## src/rtl/plm_pkg.sv

```systemverilog
package plm_pkg;
  localparam int unsigned PLM_PIPES = 3;
  localparam int unsigned PLM_TAG_W = 8;
  localparam int unsigned PLM_TS_W  = 16;

  typedef enum logic [1:0] {
    EGR_NONE  = 2'd0,
    EGR_MATCH = 2'd1,
    EGR_MISS  = 2'd2
  } plm_egr_e;
endpackage

```

## src/rtl/plm_stamp_fifo.sv

```systemverilog
module plm_stamp_fifo #(
  parameter int W     = 24,
  parameter int DEPTH = 8
) (
  input  logic         clk,
  input  logic         rst,
  input  logic         push,
  input  logic [W-1:0] din,
  input  logic         pop,
  output logic [W-1:0] dout,
  output logic         empty,
  output logic         full
);
  localparam int AW   = (DEPTH > 1) ? $clog2(DEPTH) : 1;
  localparam int CNTW = $clog2(DEPTH + 1);

  logic [W-1:0]    mem [DEPTH];
  logic [AW-1:0]   wr_ptr, rd_ptr;
  logic [CNTW-1:0] fill;

  function automatic logic [AW-1:0] ptr_next(input logic [AW-1:0] p);
    return (p == AW'(DEPTH - 1)) ? '0 : p + AW'(1);
  endfunction

  // storage without reset so it maps onto RAM
  always_ff @(posedge clk) begin
    if (push) mem[wr_ptr] <= din;
  end

  always_ff @(posedge clk) begin
    if (rst) begin
      wr_ptr <= '0;
      rd_ptr <= '0;
      fill   <= '0;
    end else begin
      if (push) wr_ptr <= ptr_next(wr_ptr);
      if (pop)  rd_ptr <= ptr_next(rd_ptr);
      case ({push, pop})
        2'b10:   fill <= fill + CNTW'(1);
        2'b01:   fill <= fill - CNTW'(1);
        default: fill <= fill;
      endcase
    end
  end

  assign dout  = mem[rd_ptr];
  assign empty = (fill == '0);
  assign full  = (fill == CNTW'(DEPTH));
endmodule

```

## src/rtl/plm_lane.sv

```systemverilog
module plm_lane
  import plm_pkg::*;
#(
  parameter int TAG_W = 8,
  parameter int TS_W  = 16,
  parameter int DEPTH = 8,
  parameter int QUOTA = 5,
  parameter int CW    = 3
) (
  input  logic             clk,
  input  logic             rst,
  input  logic [TS_W-1:0]  ts_now,
  input  logic             in_v,
  input  logic [TAG_W-1:0] in_tag,
  input  logic             out_v,
  input  logic [TAG_W-1:0] out_tag,
  input  logic             clear,
  output logic [TS_W-1:0]  last_lat,
  output logic             fresh,
  output logic [CW-1:0]    done_cnt,
  output logic             idle
);
  localparam int EW = TAG_W + TS_W;

  logic          push, pop, q_empty, q_full;
  logic [EW-1:0] head;
  logic [TAG_W-1:0] head_tag;
  logic [TS_W-1:0]  head_ts;
  plm_egr_e      act;

  assign push = in_v & ~q_full;
  assign pop  = out_v & ~q_empty;

  plm_stamp_fifo #(.W(EW), .DEPTH(DEPTH)) i_queue (
    .clk  (clk),
    .rst  (rst),
    .push (push),
    .din  ({in_tag, ts_now}),
    .pop  (pop),
    .dout (head),
    .empty(q_empty),
    .full (q_full)
  );

  assign head_tag = head[TS_W +: TAG_W];
  assign head_ts  = head[TS_W-1:0];

  always_comb begin
    if (!pop)                  act = EGR_NONE;
    else if (head_tag == out_tag) act = EGR_MATCH;
    else                       act = EGR_MISS;
  end

  always_ff @(posedge clk) begin
    if (rst) begin
      last_lat <= '0;
      fresh    <= 1'b0;
      done_cnt <= '0;
    end else begin
      if (act == EGR_MATCH) last_lat <= ts_now - head_ts;
      if (clear) begin
        fresh    <= (act == EGR_MATCH);
        done_cnt <= (act == EGR_MATCH) ? CW'(1) : '0;
      end else if (act == EGR_MATCH) begin
        fresh <= 1'b1;
        if (done_cnt != CW'(QUOTA)) done_cnt <= done_cnt + CW'(1);
      end
    end
  end

  assign idle = q_empty;
endmodule

```

## src/rtl/plm_interval.sv

```systemverilog
module plm_interval #(
  parameter int NP    = 3,
  parameter int TS_W  = 16,
  parameter int CW    = 3,
  parameter int QUOTA = 5
) (
  input  logic              clk,
  input  logic              rst,
  input  logic [NP*CW-1:0]  done_flat,
  input  logic [NP-1:0]     idle,
  input  logic [NP*TS_W-1:0] lat_flat,
  input  logic [NP-1:0]     fresh,
  output logic              fire,
  output logic              snap_valid,
  output logic [NP*TS_W-1:0] snap_lat,
  output logic [NP-1:0]     snap_stale
);
  logic [NP-1:0] at_quota, settled;

  for (genvar p = 0; p < NP; p++) begin : g_lane_state
    assign at_quota[p] = (done_flat[p*CW +: CW] == CW'(QUOTA));
    assign settled[p]  = at_quota[p] | idle[p];
  end

  assign fire = (|at_quota) & (&settled);

  always_ff @(posedge clk) begin
    if (rst) begin
      snap_valid <= 1'b0;
      snap_lat   <= '0;
      snap_stale <= '1;
    end else begin
      snap_valid <= fire;
      if (fire) begin
        snap_lat   <= lat_flat;
        snap_stale <= ~fresh;
      end
    end
  end
endmodule

```

## src/rtl/pipe_latency_monitor.sv

```systemverilog
module pipe_latency_monitor #(
  parameter int NP    = 3,
  parameter int TAG_W = 8,
  parameter int TS_W  = 16,
  parameter int DEPTH = 8,
  parameter int QUOTA = 5
) (
  input  logic                clk,
  input  logic                rst,
  input  logic [NP-1:0]       ing_valid,
  input  logic [NP*TAG_W-1:0] ing_tag,
  input  logic [NP-1:0]       egr_valid,
  input  logic [NP*TAG_W-1:0] egr_tag,
  output logic                snap_valid,
  output logic [NP*TS_W-1:0]  snap_lat,
  output logic [NP-1:0]       snap_stale
);
  localparam int CW = $clog2(QUOTA + 1);

  logic [TS_W-1:0]    ts_now;
  logic [NP*CW-1:0]   done_flat;
  logic [NP*TS_W-1:0] lat_flat;
  logic [NP-1:0]      lane_idle, lane_fresh;
  logic               iv_fire;

  always_ff @(posedge clk) begin
    if (rst) ts_now <= '0;
    else     ts_now <= ts_now + TS_W'(1);
  end

  for (genvar p = 0; p < NP; p++) begin : g_lane
    plm_lane #(
      .TAG_W(TAG_W), .TS_W(TS_W), .DEPTH(DEPTH), .QUOTA(QUOTA), .CW(CW)
    ) i_lane (
      .clk     (clk),
      .rst     (rst),
      .ts_now  (ts_now),
      .in_v    (ing_valid[p]),
      .in_tag  (ing_tag[p*TAG_W +: TAG_W]),
      .out_v   (egr_valid[p]),
      .out_tag (egr_tag[p*TAG_W +: TAG_W]),
      .clear   (iv_fire),
      .last_lat(lat_flat[p*TS_W +: TS_W]),
      .fresh   (lane_fresh[p]),
      .done_cnt(done_flat[p*CW +: CW]),
      .idle    (lane_idle[p])
    );
  end

  plm_interval #(.NP(NP), .TS_W(TS_W), .CW(CW), .QUOTA(QUOTA)) i_interval (
    .clk       (clk),
    .rst       (rst),
    .done_flat (done_flat),
    .idle      (lane_idle),
    .lat_flat  (lat_flat),
    .fresh     (lane_fresh),
    .fire      (iv_fire),
    .snap_valid(snap_valid),
    .snap_lat  (snap_lat),
    .snap_stale(snap_stale)
  );
endmodule

```

## config.mk

```make
export PLATFORM = sky130hd
export DESIGN_NAME = pipe_latency_monitor
export DESIGN_NICKNAME = d
export VERILOG_FILES = /design/src/rtl/plm_pkg.sv /design/src/rtl/plm_stamp_fifo.sv /design/src/rtl/plm_lane.sv /design/src/rtl/plm_interval.sv /design/src/rtl/pipe_latency_monitor.sv
export SDC_FILE = /design/constraint.sdc
export NUM_CORES = 1
export LEC_CHECK = 0
export ABC_AREA = 1
export CORE_ASPECT_RATIO = 1.25
export CORE_MARGIN = 3
export CORE_UTILIZATION = 62
export CTS_CLUSTER_DIAMETER = 120
export DETAILED_ROUTE_END_ITERATION = 16
export PLACE_DENSITY = 0.8
export SLEW_MARGIN = 10
export SYNTH_ARGS = -nofsm -noshare
export SYNTH_HDL_FRONTEND = slang
export SYNTH_HIERARCHICAL = 1
export SYNTH_SLANG_ARGS = --single-unit
```

## constraint.sdc

```tcl
create_clock -name clk -period 2.78 [get_ports clk]
set_input_delay 0.417 -clock clk [delete_from_list [all_inputs] [get_ports clk]]
set_output_delay 0.417 -clock clk [all_outputs]
set_load 0.02 [all_outputs]
```

Word-level counts from Yosys, hierarchy flattened
Memory sizes are Yosys's and may differ from the RTL's. A register that Yosys moved wholly into a read port is not among the register bits.
Cells that the tools add are included.
- memories kept: 3
- logic and storage cells: 150
- memory bits (writable): 576
- input bits: 56
- bits in registers: 158
- output and inout bits: 52
- memories (memory ; depth ; bits a word ; read ports ; clocked after memory_dff ; wr ports ; line ; source):
    g_lane[0].i_lane.i_queue.mem ; 8 ; 24 ; 1 ; 1 ; 1 ; plm_stamp_fifo.sv:17 ; logic [W-1:0] mem [DEPTH];
    g_lane[1].i_lane.i_queue.mem ; 8 ; 24 ; 1 ; 1 ; 1 ; plm_stamp_fifo.sv:17 ;
    g_lane[2].i_lane.i_queue.mem ; 8 ; 24 ; 1 ; 1 ; 1 ; plm_stamp_fifo.sv:17 ;
- equal/unequal tests: 27
- bitwise gates (word level): 17
- reductions and logical operators: 17
- multiplexer cells: 45
- add/subtract/negate cells: 19
- operator list (operator ; count):
    $mux 3 ; 21
    $sub 16x16->16 ; 3
    $add 3x1->3 const B ; 9
    $eq 3x3->1 const B ; 9
    $eq 8x8->1 ; 3
    $pmux 4 s2 ; 3
    $reduce_bool 2->1 ; 9
    $add 16x1->16 const B ; 1
    $mux 1 ; 15
    $add 4x1->4 const B ; 3
    $eq 2x1->1 const B ; 6
    $eq 4x4->1 const B ; 3
    $logic_not 4->1 ; 3
    $mux 2 ; 6
    $sub 4x1->4 const B ; 3
    $ne 3x3->1 const B ; 3
    $and 1x1->1 ; 7
    $eq 2x2->1 const B ; 3
    $not 1->1 ; 6
    $reduce_and 2->1 ; 3
    $not 3->3 ; 1
    $or 1x1->1 ; 3
    $reduce_and 3->1 ; 1
    $reduce_or 3->1 ; 1

Longest topological paths before layout
Gate-level depths: netlist of run 1.
- depth after elaboration: 7
- depth in mapped cells: 22
- gate-level depth less buffers: 19

Cells and area by module
Netlist of run 1, hierarchy kept.
- by module, submodules not included (module ; area each (um^2) ; times used ; cells an instance):
    plm_stamp_fifo ; 8200.4 ; 3 ; 630
    plm_lane ; 1989.4 ; 3 ; 340
    plm_interval ; 2254.7 ; 1 ; 345
    pipe_latency_monitor ; 770.7 ; 1 ; 113

Worst setup path before layout of run 1
OpenSTA, ideal clock, no wires.
- path kind: register to register
- start: register g_lane[0].i_lane.i_queue.fill[1]
- end: memory g_lane[0].i_lane.i_queue.mem[0][0] (enable)
- clock period less this slack: 2.504 ns
- arrival time: 2.099 ns
- path slack: 0.276 ns
- path buffers: 0
- cell stages (with the launch flop): 8
- library setup time: 0.405 ns
- cell sequence: dfxtp_1 > inv_1 > nand2_1 > nor3_1 > nor2_1 > inv_1 > or2_2 > nor2_1
- word-level cells in the longest chain between the ends: 5
- ends and longest elaborated chain (item ; line ; source):
    start: declaration ; plm_stamp_fifo.sv:19 ; logic [CNTW-1:0] fill;
    start signal: assignment ; plm_stamp_fifo.sv:39 ; 2'b10: fill <= fill + CNTW'(1);
    start signal: assignment ; plm_stamp_fifo.sv:40 ; 2'b01: fill <= fill - CNTW'(1);
    start signal: assignment ; plm_stamp_fifo.sv:41 ; default: fill <= fill;
    $eq 4x4->1 ; plm_stamp_fifo.sv:48 ; assign full = (fill == CNTW'(DEPTH));
    net g_lane[0].i_lane.q_full ; plm_lane.sv:25 ; logic push, pop, q_empty, q_full;
    $not 1->1 ; plm_lane.sv:31 ; assign push = in_v & ~q_full;
    $and 1x1->1 ; plm_lane.sv:31 ;
    net g_lane[0].i_lane.push ; plm_lane.sv:25 ;
    $mux 1 ; plm_stamp_fifo.sv:27 ; if (push) mem[wr_ptr] <= din;
    $mux 1 (implied by the code) ; plm_stamp_fifo.sv:27 ;
    end: declaration ; plm_stamp_fifo.sv:17 ;
The timed path passes the listed nets, and every way through them passes these cells.

==> metrics.md, run 1 <==
| Metric | Value |
|---|---|
| Normalized max-slew margin | 48.42% |
| PD cells | 852.6 mW/mm^2 |
| MaxCap Viol Count | 0 |
| Worst Tran Pin Value | 772.6 ps |
| Synth Net Count | 3500 |
| Synth Cell Area | 0.03359 sq mm |
| Post-synth top cells | nand2_1, edfxtp_1, nor2_1 |
| M3 GR Usage | 4.574% |
| Worst Hold Endpoint | ts_now[0] |
| Register area | 0.02066 sq mm |
| R2r endpoint | g_lane[2].i_lane/last_lat[8] |
| Max Slew Vio Count | 0 |
| GRT met2 Usage | 49.77% |
| DR pass1 iterations | 6 |
| Worst Clk Skew | 25.68 ps |
| Hold Vio Cnt, Final | 0 |
| Core area | 0.05316 sq mm |
| Cells after synthesis | 3368 |
| Hold Path Cell Cnt | 2 |
| Total gr overflow | 0 |
| Clock transition at the registers of the reported paths | 60 ps |
| Synth warn | 6 |
| Sequential fraction of the synthesis area | 61.44% |
| WS Path Type | reg2reg |
| Ys flop type | edfxtp_1 |
| #FFs+latches synth | 743 |
| Achievable Freq | 377.9 MHz |
| CP max-delay cell | fa_1 |
| Root Driver | clkbuf_16 |
| DR vias/cell | 5.681 |
| CTS Buffer Depth | 3 |
| Final Util | 72.89% |
| TritonCTS clock tree | done |
| Crit path max fanout | 15 |
| Post-CTS Hold Fix Bufs | 0 |
| Met1 usage | 34.72% |
| Largest net degree at the start of global routing | 54 |
| Post-synth top area cell | edfxtp_1 |
| Worst Hold Launch | rst |
| # port buffers | 107 |
| Final setup margin | 134.1 ps |
| DP Worst Slack | 101.0 ps |
| Multi-input gate area | 0.01084 sq mm |
| # clock sinks | 743 |
| Detailed placement HPWL | 52350 um |
| Mapped Avg Cell Area | 9.975 sq um |
| IO Count | 108 |
| DRC violations left | 0 |
| Worst min-delay path class | in2reg |
| NumNets Final | 3692 |
| Critical path capture point type | flop |
| Clk_lat worst skew | 620 ps |
| Worst r2r path cells | 15 |
| Die Y | 266.3 um |
| Die width | 214.2 um |
| Dominant cells by area after synthesis | edfxtp_1, dfxtp_1, nand2_1, nor2_1, inv_1 |
| Initial antenna violation count | 0 |
| CP Data Arrival Time | 3200 ps |
| FFs w/ async S/R, synth | 0% |
| WL final | 82920 um |
| Initial core utilization | 63.19% |
| CP cell instances | inv_4 -> clkbuf_16 -> o21ai_0 -> o21ai_1 -> nand2_1 -> nand2_1 -> fa_1 -> inv_1 -> nand3_1 -> nand3_1 -> buf_4 -> a21oi_1 -> xnor2_1 -> nor2_1 -> nor2_1 |
| CP Launch Type | flop |
| Gp weighted congestion | 0.8922 |
| R2r setup slk | 130 ps |
| Die Area | 0.05703 sq mm |
| Antenna cells | 0 |
| Via count | 24.61k |
| Share of cells above drive strength 1 | 10.57% |
| First-pass GRT wire length | 127100 um |
| Status | finished clean |
| CTS buffer count | 70 |
| Post-DRT Antenna Nets | 0 |
| Endpoints failing setup | 0 |
| Post-synth EDFFs | 576 |
| DR WL/cell | 19.14 um |
| H-tree depth | 3 |
| Count leader, synth | nand2_1 |
| PnR Total Power | 33.04 mW |
| DR iter-0 viols | 2309 |
| Core Rows | 94 |
| Critical Path RT | 3330 ps |
| Post-route clock period utilization | 95.18% |
| Max incr delay on CP | 440 ps |
| Leak Pwr | 15.54 nW |
| Fill cells | 3591 |
| Growth of design area from synthesis to finish | 15.34% |
| Worst IR Drop VDD | 0.0007132 V |
| RSZ-0062 raised after global routing | yes |
| WHS | 318.2 ps |
| Synth top area share | 51.49% |
| Tmin final | 2646 ps |
| Overall Global Routing Usage | 28.21% |
| Cells after DPL | 4187 |
| Layout Cells excl Fill | 4333 |
| Busiest grt layer | met2 |
| Vias in the first global route | 24.07k |
| Cell variety after synth | 43 |
-- worst max-delay path: cells and delay by family (launching register included) --
family	cells	cell delay [ps]
compound gates	3	490
xor+xnor	1	270
fa+ha+maj	1	440
buf+inv	4	470
flops	1	430
simple gates	6	470
-- layout make-up --
class | instances | share of cell area (%)
clock buffers | 95 | 5.115
clock inverters | 30 | 0.7362
inverters | 356 | 3.462
multi-input cells | 2140 | 27.97
flip-flops and latches | 743 | 53.33
well taps | 720 | 2.325
repair buffers | 249 | 7.065
-- report_power, final --
part	internal [mW]	leakage, nW	switching (mW)
logic	3.67	7.65	6.82
registers	12.7	6.79	0.395
clock network	5.40	1.10	4.05
-- repair_timing --
item                                    CTS  global route
setup buffers                             0            14
hold endpoints to repair                  0             0
endpoints found under the setup margin    0            31
resized for setup                         0            26
-- metrics by stage --
| stage | area, sq um | setup TNS, ps |
|---|---|---|
| 3_3_place_gp | 36090 | 0 |
| 5_1_grt | 38750 | -114.6 |
| 2_1_floorplan | 33590 | 0 |
| 6_report | 38750 | 0 |
| 4_1_cts | 38360 | 0 |
| 3_5_place_dp | 36090 | 0 |
-- logic make-up after synthesis --
kind of cell    synth area share (%)
compound gates                 8.346
xor+xnor                       1.043
fa+ha+maj                      2.898
buf+inv                        6.696
flops                          61.44
mux                            2.145
simple gates                   17.43
-- registers in the layout, summed over array words and instances (netlist names), named ones only --
name	cells
g_lane.i_lane/done_cnt	9
g_lane.i_lane/fresh	3
g_lane.i_lane/i_queue/fill	12
g_lane.i_lane/i_queue/mem	576
g_lane.i_lane/i_queue/rd_ptr	9
g_lane.i_lane/i_queue/wr_ptr	9
g_lane.i_lane/last_lat	48
i_interval/snap_lat	48
i_interval/snap_stale	3
i_interval/snap_valid	1
ts_now	16
-- placed cells by master (no fill, tap or decap), types with 7 or more instances in the layout --
cell               n
clkbuf_16         80
nor3_1            18
xnor2_1           27
clkinv_1           8
nand4_1           14
inv_2             10
dfxtp_1          161
o21ai_1          123
nor2_4             8
mux2i_1           72
buf_4             94
a21oi_2           11
ha_1              67
clkinv_2           7
inv_1            342
nand2_1          691
nor2_2            65
xor2_1            13
clkbuf_8           7
nor2_1           463
clkdlybuf4s50_1  106
nand3b_1           9
o22ai_1           72
edfxtp_1         576
o21ai_0          218
buf_12            36
nand2_2            8
a21oi_1           86
clkbuf_1          13
nand3_1          130
-- how the worst max path moves through the flow --
stage                                    endpoint  cells past startpoint  slack (ps)                             start
2_1_floorplan  g_lane[0].i_lane/i_queue/mem[0][0]                      7         280  g_lane[0].i_lane/i_queue/fill[1]
3_3_place_gp         g_lane[0].i_lane/done_cnt[1]                     14         170  g_lane[0].i_lane/i_queue/fill[0]
3_5_place_dp         g_lane[0].i_lane/done_cnt[0]                     12         100  g_lane[2].i_lane/i_queue/fill[1]
4_1_cts             g_lane[1].i_lane/last_lat[14]                     17          70                              flop
5_1_grt             g_lane[0].i_lane/last_lat[15]                     18         -50                              flop
6_report             g_lane[2].i_lane/last_lat[8]                     15         130                              flop
-- metal layers --
metal / share of wire (%) / routed length [um]
met2: 51 / 41910
met3: 7.8 / 6447
met5: 0 / 0
met1: 38 / 31490
met4: 3.7 / 3070
Note: power is estimated with default switching activity, not from simulation.
==> run 2: changes to the inputs <==
- SLEW_MARGIN: 10 -> not set
==> results of run 2 <==
The final DEF is identical to that of run 1; final timing and power are the same.
